**src/rtl/irqc_pkg.sv**
```systemverilog
// Package: shared constants for the interrupt controller.
// Bit positions of the control word are behavioural: software depends on them.
package irqc_pkg;
    localparam int IRQC_CHANNELS   = 8;
    localparam int IRQC_ID_W       = $clog2(IRQC_CHANNELS);
    localparam int IRQC_DATA_W     = 32;

    localparam int POS_SRC_LO      = 0;   // read-only source number
    localparam int POS_ACK         = 3;   // self-clearing acknowledge
    localparam int POS_UNIT_EN     = 4;   // global enable
    localparam int POS_CHEN_LO     = 8;   // per-channel enables
    localparam int POS_SWSEL_LO    = 16;  // software trigger channel
    localparam int POS_SWFIRE      = 19;  // software trigger fire

    // Stored configuration of the controller
    typedef struct packed {
        logic                     unit_en;
        logic [IRQC_CHANNELS-1:0] ch_en;
    } irqc_cfg_t;
endpackage

```
**src/rtl/irqc_regs.sv**
```systemverilog
// Module: control word decode and storage.
// Holds the unit and channel enables, turns a write into one-cycle
// acknowledge and software-trigger strobes, and assembles the read-back.
// Assumes a single control word, so no address decode is needed.
// The "effective" enables reflect a write landing on the current edge.
module irqc_regs
    import irqc_pkg::*;
#(
    parameter int NUM_CH = IRQC_CHANNELS,
    parameter int ID_W   = IRQC_ID_W,
    parameter int DATA_W = IRQC_DATA_W
) (
    input  logic              clk,
    input  logic              rst_n,
    input  logic              wr_en,
    input  logic [DATA_W-1:0] wr_data,
    input  logic              active,
    input  logic [ID_W-1:0]   src,
    output logic [DATA_W-1:0] rd_data,
    output logic              unit_en_now,
    output logic [NUM_CH-1:0] ch_en_now,
    output logic              ack_now,
    output logic [NUM_CH-1:0] sw_set
);

    irqc_cfg_t cfg_q;

    // Store enables on a write, clear them on reset
    always_ff @(posedge clk) begin
        if (!rst_n) begin
            cfg_q <= '0;
        end else if (wr_en) begin
            cfg_q.unit_en <= wr_data[POS_UNIT_EN];
            cfg_q.ch_en   <= wr_data[POS_CHEN_LO +: NUM_CH];
        end
    end

    // Enables as they will stand after this edge
    always_comb begin
        unit_en_now = wr_en ? wr_data[POS_UNIT_EN] : cfg_q.unit_en;
        ch_en_now   = wr_en ? wr_data[POS_CHEN_LO +: NUM_CH] : cfg_q.ch_en;
        ack_now     = wr_en & wr_data[POS_ACK];
    end

    // One-hot software trigger decoded from select and fire
    for (genvar i = 0; i < NUM_CH; i++) begin : g_sw
        assign sw_set[i] = wr_en & wr_data[POS_SWFIRE]
                         & (wr_data[POS_SWSEL_LO +: ID_W] == ID_W'(i));
    end

    // Read-back: self-clearing fields always read zero
    always_comb begin
        rd_data                        = '0;
        rd_data[POS_SRC_LO +: ID_W]    = active ? src : '0;
        rd_data[POS_UNIT_EN]           = cfg_q.unit_en;
        rd_data[POS_CHEN_LO +: NUM_CH] = cfg_q.ch_en;
    end

    logic unused_wdata;
    assign unused_wdata = ^{wr_data[2:0], wr_data[7:5], wr_data[DATA_W-1:20]};

    // the source field is zero whenever nothing is signalled
    p_src_zero_idle_r6: assert property (@(posedge clk) disable iff (!rst_n)
        !active |-> (rd_data[POS_SRC_LO +: ID_W] == '0));

    // self-clearing fields never read back as set
    p_selfclear_zero_r9: assert property (@(posedge clk) disable iff (!rst_n)
        wr_en |=> (rd_data[POS_SWFIRE:POS_SWSEL_LO] == '0) && !rd_data[POS_ACK]);

endmodule

```
**src/rtl/irqc_capture.sv**
```systemverilog
// Module: per-channel edge detection and pending storage.
// Each channel remembers the previous level of its line. A rising edge,
// or a software strobe, marks it pending when both the unit and the
// channel are enabled. Assumes the lines are already synchronous to clk.
// On the same edge a new request wins over an acknowledge clear.
module irqc_capture #(
    parameter int NUM_CH = 8
) (
    input  logic              clk,
    input  logic              rst_n,
    input  logic [NUM_CH-1:0] lines,
    input  logic              unit_en_now,
    input  logic [NUM_CH-1:0] ch_en_now,
    input  logic [NUM_CH-1:0] sw_set,
    input  logic [NUM_CH-1:0] clr,
    output logic [NUM_CH-1:0] pending
);

    logic [NUM_CH-1:0] prev_q;
    logic [NUM_CH-1:0] pend_q;

    for (genvar i = 0; i < NUM_CH; i++) begin : g_ch
        logic rise;
        assign rise = lines[i] & ~prev_q[i];

        // Track the line level regardless of enables
        always_ff @(posedge clk) begin
            if (!rst_n) prev_q[i] <= 1'b0;
            else        prev_q[i] <= lines[i];
        end

        // Set on edge or software strobe, drop on clear or disable
        always_ff @(posedge clk) begin
            if (!rst_n) begin
                pend_q[i] <= 1'b0;
            end else begin
                pend_q[i] <= unit_en_now & ch_en_now[i]
                           & ((pend_q[i] & ~clr[i]) | rise | sw_set[i]);
            end
        end

        // an enabled rising edge always becomes pending
        p_edge_latch_r2: assert property (@(posedge clk) disable iff (!rst_n)
            (unit_en_now && ch_en_now[i] && lines[i] && !prev_q[i]) |=> pend_q[i]);

        // a disabled channel holds no request
        p_disabled_drop_r3: assert property (@(posedge clk) disable iff (!rst_n)
            !ch_en_now[i] |=> !pend_q[i]);
    end

    assign pending = pend_q;

endmodule

```
**src/rtl/irqc_arbiter.sv**
```systemverilog
// Module: source selection and request state.
// When idle it picks the lowest-numbered pending channel, raises the
// request and freezes the source number until an acknowledge arrives.
// An acknowledge returns it to idle for one cycle before the next pick.
// Assumes pending bits come from irqc_capture and are cleared via clr.
module irqc_arbiter #(
    parameter int NUM_CH = 8,
    parameter int ID_W   = 3
) (
    input  logic              clk,
    input  logic              rst_n,
    input  logic [NUM_CH-1:0] pending,
    input  logic              unit_en_now,
    input  logic              ack_now,
    output logic              active,
    output logic [ID_W-1:0]   src,
    output logic [NUM_CH-1:0] clr
);

    logic            active_q;
    logic [ID_W-1:0] src_q;
    logic [ID_W-1:0] lowest;
    logic            any_pending;

    // Priority encoder: lowest index wins
    always_comb begin
        lowest      = '0;
        any_pending = |pending;
        for (int k = NUM_CH - 1; k >= 0; k--) begin
            if (pending[k]) lowest = ID_W'(k);
        end
    end

    // Request state: select, hold, release on acknowledge
    always_ff @(posedge clk) begin
        if (!rst_n) begin
            active_q <= 1'b0;
            src_q    <= '0;
        end else if (!unit_en_now) begin
            active_q <= 1'b0;
        end else if (active_q) begin
            if (ack_now) active_q <= 1'b0;
        end else if (any_pending) begin
            active_q <= 1'b1;
            src_q    <= lowest;
        end
    end

    // One-hot clear of the serviced channel
    for (genvar i = 0; i < NUM_CH; i++) begin : g_clr
        assign clr[i] = active_q & ack_now & (src_q == ID_W'(i));
    end

    assign active = active_q;
    assign src    = src_q;

    function automatic logic [NUM_CH-1:0] below_mask(input logic [ID_W-1:0] s);
        logic [NUM_CH-1:0] m;
        for (int k = 0; k < NUM_CH; k++) m[k] = (ID_W'(k) < s);
        return m;
    endfunction

    // no lower-numbered channel was pending when a source was chosen
    p_lowest_first_r5: assert property (@(posedge clk) disable iff (!rst_n)
        $rose(active_q) |-> (($past(pending) & below_mask(src_q)) == '0));

    // the source stays frozen until acknowledged
    p_frozen_src_r7: assert property (@(posedge clk) disable iff (!rst_n)
        (active_q && !ack_now && unit_en_now) |=> (active_q && $stable(src_q)));

    // an acknowledge always opens a one-cycle gap
    p_gap_after_ack_r8: assert property (@(posedge clk) disable iff (!rst_n)
        (active_q && ack_now) |=> !active_q);

endmodule

```
**src/rtl/irq_aggregator.sv**
```systemverilog
// Module: eight-channel interrupt controller top.
// Connects the control word, the edge capture and the arbiter, and
// drives the core's machine external interrupt from the arbiter state.
// Assumes a synchronous, active-low reset and synchronous request lines.
module irq_aggregator
    import irqc_pkg::*;
(
    input  logic                     clk,
    input  logic                     rst_n,
    input  logic                     reg_wr,
    input  logic [IRQC_DATA_W-1:0]   reg_wdata,
    output logic [IRQC_DATA_W-1:0]   reg_rdata,
    input  logic [IRQC_CHANNELS-1:0] irq_in,
    output logic                     irq_to_core
);

    localparam int NUM_CH = IRQC_CHANNELS;
    localparam int ID_W   = IRQC_ID_W;

    logic              unit_en_now;
    logic [NUM_CH-1:0] ch_en_now;
    logic              ack_now;
    logic [NUM_CH-1:0] sw_set;
    logic [NUM_CH-1:0] pending;
    logic [NUM_CH-1:0] clr;
    logic              active;
    logic [ID_W-1:0]   src;

    irqc_regs #(.NUM_CH(NUM_CH), .ID_W(ID_W), .DATA_W(IRQC_DATA_W)) u_regs (
        .clk         (clk),
        .rst_n       (rst_n),
        .wr_en       (reg_wr),
        .wr_data     (reg_wdata),
        .active      (active),
        .src         (src),
        .rd_data     (reg_rdata),
        .unit_en_now (unit_en_now),
        .ch_en_now   (ch_en_now),
        .ack_now     (ack_now),
        .sw_set      (sw_set)
    );

    irqc_capture #(.NUM_CH(NUM_CH)) u_capture (
        .clk         (clk),
        .rst_n       (rst_n),
        .lines       (irq_in),
        .unit_en_now (unit_en_now),
        .ch_en_now   (ch_en_now),
        .sw_set      (sw_set),
        .clr         (clr),
        .pending     (pending)
    );

    irqc_arbiter #(.NUM_CH(NUM_CH), .ID_W(ID_W)) u_arbiter (
        .clk         (clk),
        .rst_n       (rst_n),
        .pending     (pending),
        .unit_en_now (unit_en_now),
        .ack_now     (ack_now),
        .active      (active),
        .src         (src),
        .clr         (clr)
    );

    assign irq_to_core = active;

    // a disabled unit never requests the core
    p_disable_silent_r4: assert property (@(posedge clk) disable iff (!rst_n)
        !unit_en_now |=> !irq_to_core);

endmodule

```
**config.mk**
```make
export PLATFORM = sky130hd
export DESIGN_NAME = irq_aggregator
export DESIGN_NICKNAME = d
export VERILOG_FILES = /design/src/rtl/irqc_pkg.sv /design/src/rtl/irqc_regs.sv /design/src/rtl/irqc_capture.sv /design/src/rtl/irqc_arbiter.sv /design/src/rtl/irq_aggregator.sv
export SDC_FILE = /design/constraint.sdc
export NUM_CORES = 1
export LEC_CHECK = 0
export ABC_AREA = 0
export BUFFER_PORTS_ARGS = -buffer_cell sky130_fd_sc_hd__clkbuf_2
export CAP_MARGIN = 40
export CORE_UTILIZATION = 44
export CTS_CLUSTER_DIAMETER = 120
export DETAILED_ROUTE_END_ITERATION = 6
export HOLD_SLACK_MARGIN = 0.15
export PLACE_DENSITY = 0.79
export SLEW_MARGIN = 15
export SYNTH_ARGS = -nofsm -noshare
export SYNTH_HDL_FRONTEND = slang
export SYNTH_SLANG_ARGS = --single-unit
```
**constraint.sdc**
```tcl
create_clock -name clk -period 1.45 [get_ports clk]
set_input_delay 0.29 -clock clk [delete_from_list [all_inputs] [get_ports clk]]
set_output_delay 0.29 -clock clk [all_outputs]
set_load 0.02 [all_outputs]
```
### Word-level counts from Yosys, hierarchy flattened

Index checks and enable logic that the tools add are counted.

* flip-flop bits (word level): 29
* latch bits: 0
* bits in writable memories: 0
* ROM bits: 0
* output and inout bits: 33
* logic and storage cells: 137
* memories kept: 0

* add/subtract/negate cells: 0
* multipliers: 0
* divide/modulo/power cells: 0
* order comparisons: 0
* equality and inequality tests: 14
* shift-type cells: 0
* muxes and demuxes: 14
* bitwise gates (word level): 84
* reductions and logical operators: 5

Operators with widths (count)
* 1-bit bitwise AND: 51
* 3-bit two-way mux: 9
* 3-bit equality test, second input constant: 8
* 1-bit NOT: 17
* 1-bit bitwise OR: 16
* 3-bit by 2-bit equality test with 1-bit output, second input constant: 4
* 8-bit two-way mux: 1
* 8-bit OR reduction: 1
* 3-bit by 1-bit equality test with 1-bit output, second input constant: 2
* 3-bit logical NOT: 2
* 1-bit two-way mux: 4
* 3-bit AND reduction: 1
* 2-bit AND reduction: 1

### Logic depth before layout (Yosys ltp)

Gate-level depths: netlist of the first run.

* depth after elaboration: 8
* depth in mapped cells: 6

### Cells and area by module

From an unflattened synthesis of the first run, not the netlist that was laid out.

* cell total of the unflattened synthesis: 159
* area total of the unflattened synthesis: 1510.2 um^2

By module, submodules not included
* irqc_regs: times used 1, cells an instance 66, area an instance 619.3 um^2, sequential area each 180.2 um^2
* irqc_capture: times used 1, cells an instance 50, area an instance 578.1 um^2, sequential area each 320.3 um^2
* irqc_arbiter: times used 1, cells an instance 43, area an instance 312.8 um^2, sequential area each 80.1 um^2

### Worst setup path after synthesis of the first run

No wires, ideal clock.

* path kind: register -> register
* start point: reg u_arbiter.active_q (netlist: u_arbiter.active)
* end point: reg u_capture.pend_q[6] (netlist: u_capture.pending[6])
* library setup time: 0.133 ns
* arrival: 1.368 ns
* setup slack: -0.051 ns
* stages on the path, launching flop included: 6
* cell sequence: dfxtp_1 -> buf_4 -> nand4_1 -> or3b_1 -> a222oi_1 -> nor4_1

* longest elaborated chain between the ends: 7

RTL lines
* from (decl): line irqc_arbiter.sv:20 `logic active_q;`
* from (signal assigned): line irqc_arbiter.sv:37 `active_q <= 1'b0;`
* from (signal assigned): line irqc_arbiter.sv:40 `active_q <= 1'b0;`
* from (signal assigned): line irqc_arbiter.sv:42 `if (ack_now) active_q <= 1'b0;`
* 1-bit bitwise AND (2 in a row): line irqc_arbiter.sv:51 `assign clr[i] = active_q & ack_now & (src_q == ID_W'(i));`
* 1-bit NOT: line irqc_capture.sv:38 `& ((pend_q[i] & ~clr[i]) | rise | sw_set[i]);`
* 1-bit bitwise AND: line irqc_capture.sv:38
* 1-bit bitwise OR (2 in a row): line irqc_capture.sv:38
* 1-bit bitwise AND: line irqc_capture.sv:38
* to (signal, indexed assignment): line irqc_capture.sv:37 `pend_q[i] <= unit_en_now & ch_en_now[i]`
* to (decl): line irqc_capture.sv:20 `logic [NUM_CH-1:0] pend_q;`

No other way between the ends.
A chain may end at the register's enable or synchronous reset.

### Final worst setup path of the first run

Ends and elaborated chain as after synthesis.

==> flow_metrics.py, run 1 <==
metrics = {
    "outcome": {
        "status": "finished clean",
    },
    "yosys": {
        "avgSynthCellArea_um2": 9.35,
        "synth_area_um2": 1410,
        "synth_cell_types": 35,
        "ys_warn_count": 0,
        "ys_ff_latch": 29,
        "yosysSeqAreaShare_pct": 41.1,
        "synth_cells": 151,
    },
    "clock_network": {
        "cts_made_buffers": 5,
        "ctsHoldBuffers": 0,
        "clk_latency_ns": 0.33,
        "clk_pin_slew_ns": 0.09,
        "ctsHtreeMaxLevel": 2,
        "cts_root_buf": "clkbuf_4",
        "clock-sinks": 29,
        "cts_tree": "built",
        "clk_path_buf_depth": 2,
    },
    "placement": {
        "placed_cell_area_um2": 1610,
        "place_congestion": 0.823,
        "port_buffers": 37,
        "post-dp-hpwl_mm": 2.20,
    },
    "drt": {
        "vias": 1166,
        "wirelength_mm": 2.81,
        "dr.pass1.iters": 4,
        "drt_iter0_markers": 29,
        "ant_nets": 0,
        "wl_per_cell_um": 11.5,
        "drcViolationCount": 0,
        "viasPerCell": 4.76,
    },
    "critical_path": {
        "r2r_setup_slack_ns": 0.02,
        "crit_path_max_fanout": 4,
        "cp-startpoint": "u_arbiter.active$_SDFF_PN0_",
        "arrival_ns": 1.62,
        "r2r_start": "u_arbiter.active$_SDFF_PN0_",
        "path_cells": "nand4_1 -> or3b_1 -> a222oi_1 -> nor4_1",
        "cp.required_ns": 1.65,
        "rr_endpoint": "u_capture.pending[6]$_SDFF_PN0_",
        "crit_type": "flop to flop",
        "r2r_cells": 4,
        "cp_slowest_cell": "or3b_1",
        "cp-start-kind": "flop",
        "endpoint_kind": "flop",
        "crit_path_max_incr_delay_ns": 0.39,
    },
    "power_and_ir_drop": {
        "p_sw_share_pct": 25.3,
        "powerDensity_nw_per_um2": 1040,
        "seqPwrFrac_pct": 47.3,
        "intPower_uw": 1340,
        "power_frac_comb_pct": 14.6,
        "p_sw_uw": 453,
        "power.leakage_uw": 0.000812,
        "p_clk_share_pct": 38.1,
        "vdd_ir_drop_max_mv": 0.703,
    },
    "layout": {
        "multiInputGateArea_um2": 684,
        "final_layout_size_suffix_gt1_share_pct": 31.8,
        "design_area_um2": 1720,
        "fillers": 278,
        "seqCellArea_um2": 587,
        "area_growth_pct": 22.2,
        "n_antenna_cell": 0,
        "nets": 243,
    },
    "global_route": {
        "grt_pass1_vias": 1070,
        "grt_max_degree": 17,
        "grt_pass1_wl_mm": 4.73,
        "grtUsageTotal_pct": 19.0,
        "antenna_found_initial": 0,
        "grt-ovfl-total": 0,
    },
    "worst_hold_path": {
        "hold-path-cell-count": 2,
        "worstHoldEndpoint": "u_capture.prev_q[7]$_SDFF_PN0_",
        "hp-class": "input port to flop",
        "hold_start": "irq_in[7]",
    },
    "sta": {
        "setup_violations": 0,
        "finClkSkew_ns": 0.00780,
        "finalSetupTns_ns": 0,
        "slew_viol_final": 0,
        "rsz0062_at_grt": "yes",
        "max_freq_mhz": 700,
        "min_period_ns": 1.43,
        "final.period_utilization_pct": 98.5,
        "hold_viol": 0,
    },
    "floorplanning": {
        "placeableCoreArea_um2": 3050,
        "die_h_um": 58.6,
        "design.portCount": 76,
        "initial_utilization_pct": 46.2,
        "dieWidth_um": 58.6,
        "num_rows": 20,
        "dieArea_um2": 3440,
    },
    "job": {
        "drv_cap": 0,
    },
}
## kinds of logic (layout without fill, tap and decap cells)
| kind of cell | after synthesis | in the layout | share of synthesized area (%) |
|---|---|---|---|
| AOI/OAI and AO/OA | 20 | 20 | 12.3 |
| buffers and inverters | 36 | 67 | 16.0 |
| DFF | 29 | 29 | 41.1 |
| muxes | 9 | 9 | 6.38 |
| other | 1 | 20 | 0.266 |
| and+or+nand+nor | 56 | 56 | 23.8 |
## placed cells by master, fill, tap and decap left out, types with 2 or more instances in the layout
master / netlist / routed
clkbuf_2: 0 / 37
dfxtp_1: 29 / 26
inv_1: 10 / 10
a32oi_1: 2 / 2
nor2b_1: 3 / 3
buf_4: 22 / 12
or3_1: 2 / 2
a222oi_1: 6 / 6
a21oi_1: 2 / 2
or3b_1: 4 / 4
nor3_1: 4 / 4
clkbuf_4: 0 / 5
nand2b_1: 3 / 3
nor4_1: 6 / 6
and2_1: 11 / 11
o21ai_0: 3 / 3
conb_1: 1 / 20
nand2_1: 2 / 2
nor2_1: 14 / 14
dfxtp_2: 0 / 2
mux2i_1: 9 / 9
nand3_1: 2 / 2
## cell type report
class / count / share of cell area (%)
clock inverter: 1 / 1.74
tap: 44 / 3.19
clock buffer: 7 / 3.19
inverter: 10 / 2.18
timing repair buffer: 49 / 16.0
sequential: 29 / 34.0
multi-input combinational: 105 / 39.7
## Yosys cell counts
cell	n	area, um^2
o211a_1	1	10.0
and2_1	11	68.8
nand2_1	2	7.51
nor2b_1	3	18.8
a2111oi_0	1	8.76
buf_2	1	5.00
nand3_1	2	10.0
or3b_1	4	35.0
o21a_1	1	7.51
dfxtp_1	29	581
a21oi_1	2	10.0
or3_1	2	12.5
nand4b_2	1	15.0
nor4_1	6	37.5
nor2_1	14	52.6
buf_6	1	11.3
and3_1	1	6.26
inv_1	10	37.5
nor3_1	4	20.0
nor4_4	1	21.3
o21ai_0	3	15.0
o22ai_1	1	6.26
a2111oi_2	1	15.0
o311ai_1	1	8.76
a311oi_2	1	15.0
mux2i_1	9	90.1
nand4_1	1	6.26
conb_1	1	3.75
buf_4	22	165
a32oi_1	2	17.5
buf_1	1	3.75
nand2b_1	3	18.8
clkbuf_1	1	3.75
a222oi_1	6	60.1
nor2_2	1	6.26
## how the worst max path moves through the flow
stage | depth (start not counted) | endpoint | slack, ns
final | 4 | u_capture.pending[6]$_SDFF_PN0_ | 0.02
after global routing | 4 | u_capture.pending[1]$_SDFF_PN0_ | -0.07
after CTS | 4 | u_capture.pending[5]$_SDFF_PN0_ | -0.008
after detailed placement | 5 | u_capture.pending[5]$_SDFF_PN0_ | -0.05
after global placement | 5 | u_capture.pending[2]$_SDFF_PN0_ | -0.04
after floorplan | 5 | u_capture.pending[6]$_SDFF_PN0_ | 0.03
## repair_timing
action	4_1_cts	5_1_grt
resized for setup	1	3
endpoints found under the setup margin	2	7
cloned	0	0
buffers inserted	0	2
pin swaps	1	7
## routing by layer
metal  wire length [um]  global-route usage (%)  vias to the layer above  share of wire (%)
met3                172                    6.81                        5                6.1
met5                  0                       0                        -                  0
met1               1250                    22.6                      520                 45
li1                   -                       -                      597                  -
met2               1340                    32.0                       44                 48
met4                 45                    6.12                        0                1.6
## through the flow
step	instances	util (%)	hold WS [ns]	total power (uW)	setup WS, ns
floorplan	170	-	0.412	1080	0.0265
CTS	243	55.8	0.171	1810	-0.00803
global route	245	56.5	0.183	1880	-0.0699
detailed placement	235	52.7	0.512	1130	-0.0459
finish	245	56.5	0.187	1790	0.0222
global placement	235	52.7	0.504	1120	-0.0377
## flip-flops by register name (all words and copies together) (netlist names)
name	count
u_regs.rd_data	9
u_capture.pending	8
u_capture.prev_q	8
u_arbiter.src	3
u_arbiter.active	1
## power by group through the flow
stage	Sequential, uW	Combinational, uW	Clock [uW]
after floorplan	883	196	0
after global placement	866	256	0
after detailed placement	867	258	0
after CTS	850	262	700
after global routing	854	287	741
final	849	261	683
## worst max-delay path, delay by kind of cell, from the launching register on
family | cells | cell delay [ns]
and+or+nand+nor | 3 | 0.62
AOI/OAI and AO/OA | 1 | 0.29
DFF | 1 | 0.38
No activity file was read; power rests on OpenSTA's default activity.
==> run 2: changes to the inputs <==
CORE_ASPECT_RATIO = 0.75   (was not set)
SLEW_MARGIN = 25   (was 15)
==> flow_metrics.py, run 2 (synthesized netlist as in run 1, its figures left out) <==
metrics = {
    "global_route": {
        "grt-ovfl-total": 0,
        "grtUsageTotal_pct": 19.9,
        "grt_max_degree": 16,
        "grt_pass1_wl_mm": 4.73,
        "grt_pass1_vias": 1035,
        "antenna_found_initial": 0,
    },
    "critical_path": {
        "rr_endpoint": "u_capture.pending[5]$_SDFF_PN0_",
        "arrival_ns": 1.66,
        "r2r_cells": 4,
        "r2r_setup_slack_ns": -0.05,
        "endpoint_kind": "flop",
        "crit_path_max_incr_delay_ns": 0.39,
        "r2r_start": "u_arbiter.active$_SDFF_PN0_",
        "path_cells": "nand4_1 -> or3b_1 -> a222oi_1 -> nor4_1",
        "crit_path_max_fanout": 4,
        "crit_type": "flop to flop",
        "cp-start-kind": "flop",
        "cp_slowest_cell": "or3b_1",
        "cp.required_ns": 1.61,
    },
    "floorplanning": {
        "die_h_um": 51.1,
        "num_rows": 17,
        "dieWidth_um": 67.4,
        "placeableCoreArea_um2": 3000,
        "dieArea_um2": 3440,
        "design.portCount": 76,
        "initial_utilization_pct": 47.1,
    },
    "clock_network": {
        "clock-sinks": 29,
        "ctsHtreeMaxLevel": 2,
        "clk_latency_ns": 0.29,
        "cts_tree": "built",
        "clk_path_buf_depth": 2,
        "ctsHoldBuffers": 0,
        "cts_made_buffers": 5,
        "clk_pin_slew_ns": 0.07,
        "cts_root_buf": "clkbuf_8",
    },
    "power_and_ir_drop": {
        "power.leakage_uw": 0.000810,
        "vdd_ir_drop_max_mv": 0.510,
        "powerDensity_nw_per_um2": 1150,
    },
    "outcome": {
        "violations": "negative setup slack",
        "status": "complete, but fails checks",
    },
    "sta": {
        "final.period_utilization_pct": 104,
        "max_freq_mhz": 666,
        "finClkSkew_ns": 0.00787,
        "worst_slack_ns": -0.0523,
        "rsz0062_at_grt": "yes",
        "hold_ws_ns": 0.229,
        "setup_violations": 3,
        "hold_viol": 0,
        "min_period_ns": 1.50,
        "slew_viol_final": 0,
    },
    "layout": {
        "area_growth_pct": 22.4,
        "largest_reg_flops": 9,
        "design_area_um2": 1730,
        "nets": 240,
        "final_common_cell": "clkbuf_2",
        "n_antenna_cell": 0,
        "final_layout_size_suffix_gt1_share_pct": 30.8,
        "most-common-layout-cells": "37 x clkbuf_2, 27 x dfxtp_1, 20 x conb_1, 14 x nor2_1, 11 x and2_1",
    },
    "drt": {
        "viasPerCell": 5.11,
        "ant_nets": 0,
        "drcViolationCount": 0,
        "vias": 1206,
        "wirelength_mm": 3.05,
        "wl_per_cell_um": 12.9,
        "dr.pass1.iters": 4,
        "drt_iter0_markers": 73,
    },
    "worst_hold_path": {
        "hold-path-cell-count": 2,
        "hold_start": "irq_in[7]",
        "worstHoldEndpoint": "u_capture.prev_q[7]$_SDFF_PN0_",
        "hp-class": "input port to flop",
    },
    "placement": {
        "place_congestion": 0.832,
        "post-dp-hpwl_mm": 2.24,
        "port_buffers": 37,
        "placed_cell_area_um2": 1590,
        "pre_cts_ws_ns": -0.0656,
    },
    "job": {
        "drv_cap": 0,
    },
}
[run 2: cell types whose count changed in the layout (fill, tap and decap cells not counted)]
cell / change
clkbuf_1: -1
clkinvlp_4: +1
dfxtp_2: -1
buf_4: -3
dfxtp_1: +1
clkbuf_8: +5
clkbuf_4: -5
[run 2: how the worst max path moves through the flow]
stage | start | endpoint | slack, ns | cells past startpoint
after floorplan | u_arbiter.active$_SDFF_PN0_ | u_capture.pending[6]$_SDFF_PN0_ | 0.03 | 5
after global placement | reg_wdata[3] | u_capture.pending[5]$_SDFF_PN0_ | -0.06 | 5
after detailed placement | reg_wdata[3] | u_capture.pending[5]$_SDFF_PN0_ | -0.07 | 5
after CTS | u_arbiter.active$_SDFF_PN0_ | u_capture.pending[6]$_SDFF_PN0_ | -0.03 | 4
after global routing | u_arbiter.active$_SDFF_PN0_ | u_capture.pending[5]$_SDFF_PN0_ | -0.14 | 4
final | u_arbiter.active$_SDFF_PN0_ | u_capture.pending[5]$_SDFF_PN0_ | -0.05 | 4
[run 2: cell type report]
cell class / instances / area [um^2]
Sequential cell: 29 / 586
Clock buffer: 6 / 82.6
Inverter: 10 / 37.5
Timing Repair Buffer: 46 / 253
Multi-Input combinational cell: 105 / 684
Clock inverter: 2 / 37.5
Tap cell: 38 / 47.5
Fill cell: 276 / 1270
[run 2: metal layers]
| metal | up-vias | GRT usage (%) | share of wire (%) |
|---|---|---|---|
| met5 | - | 0 | 0 |
| met4 | 0 | 8.87 | 1.3 |
| met3 | 5 | 9.82 | 8.5 |
| met2 | 61 | 28.5 | 42 |
| met1 | 551 | 24.8 | 48 |
| li1 | 589 | - | - |
[run 2: power by group]
part | switching [uW] | total [uW] | internal [uW]
sequential | 20.6 | 851 | 830
clock | 320 | 878 | 558
combinational | 166 | 263 | 97.2
[run 2: repair_timing]
action,in CTS,in global routing
gates resized for setup,3,0
setup buffers,0,1
pin swaps,4,5
setup endpoints to repair,4,5
[run 2: through the flow]
stage,total power [uW],TNS [ns],utilization (%),cells
finish,1990,-0.0875,57.6,236
global placement,1120,-0.239,52.9,227
detailed placement,1130,-0.192,52.9,227
floorplan,1080,0,-,170
global route,2070,-0.282,57.6,236
CTS,2010,-0.0467,57.4,235
[run 2: critical path, delay by kind of cell, from the launching register on]
| kind | cells | cell delay (ns) |
|---|---|---|
| DFF | 1 | 0.37 |
| AOI/OAI and AO/OA | 1 | 0.35 |
| and+or+nand+nor | 3 | 0.65 |
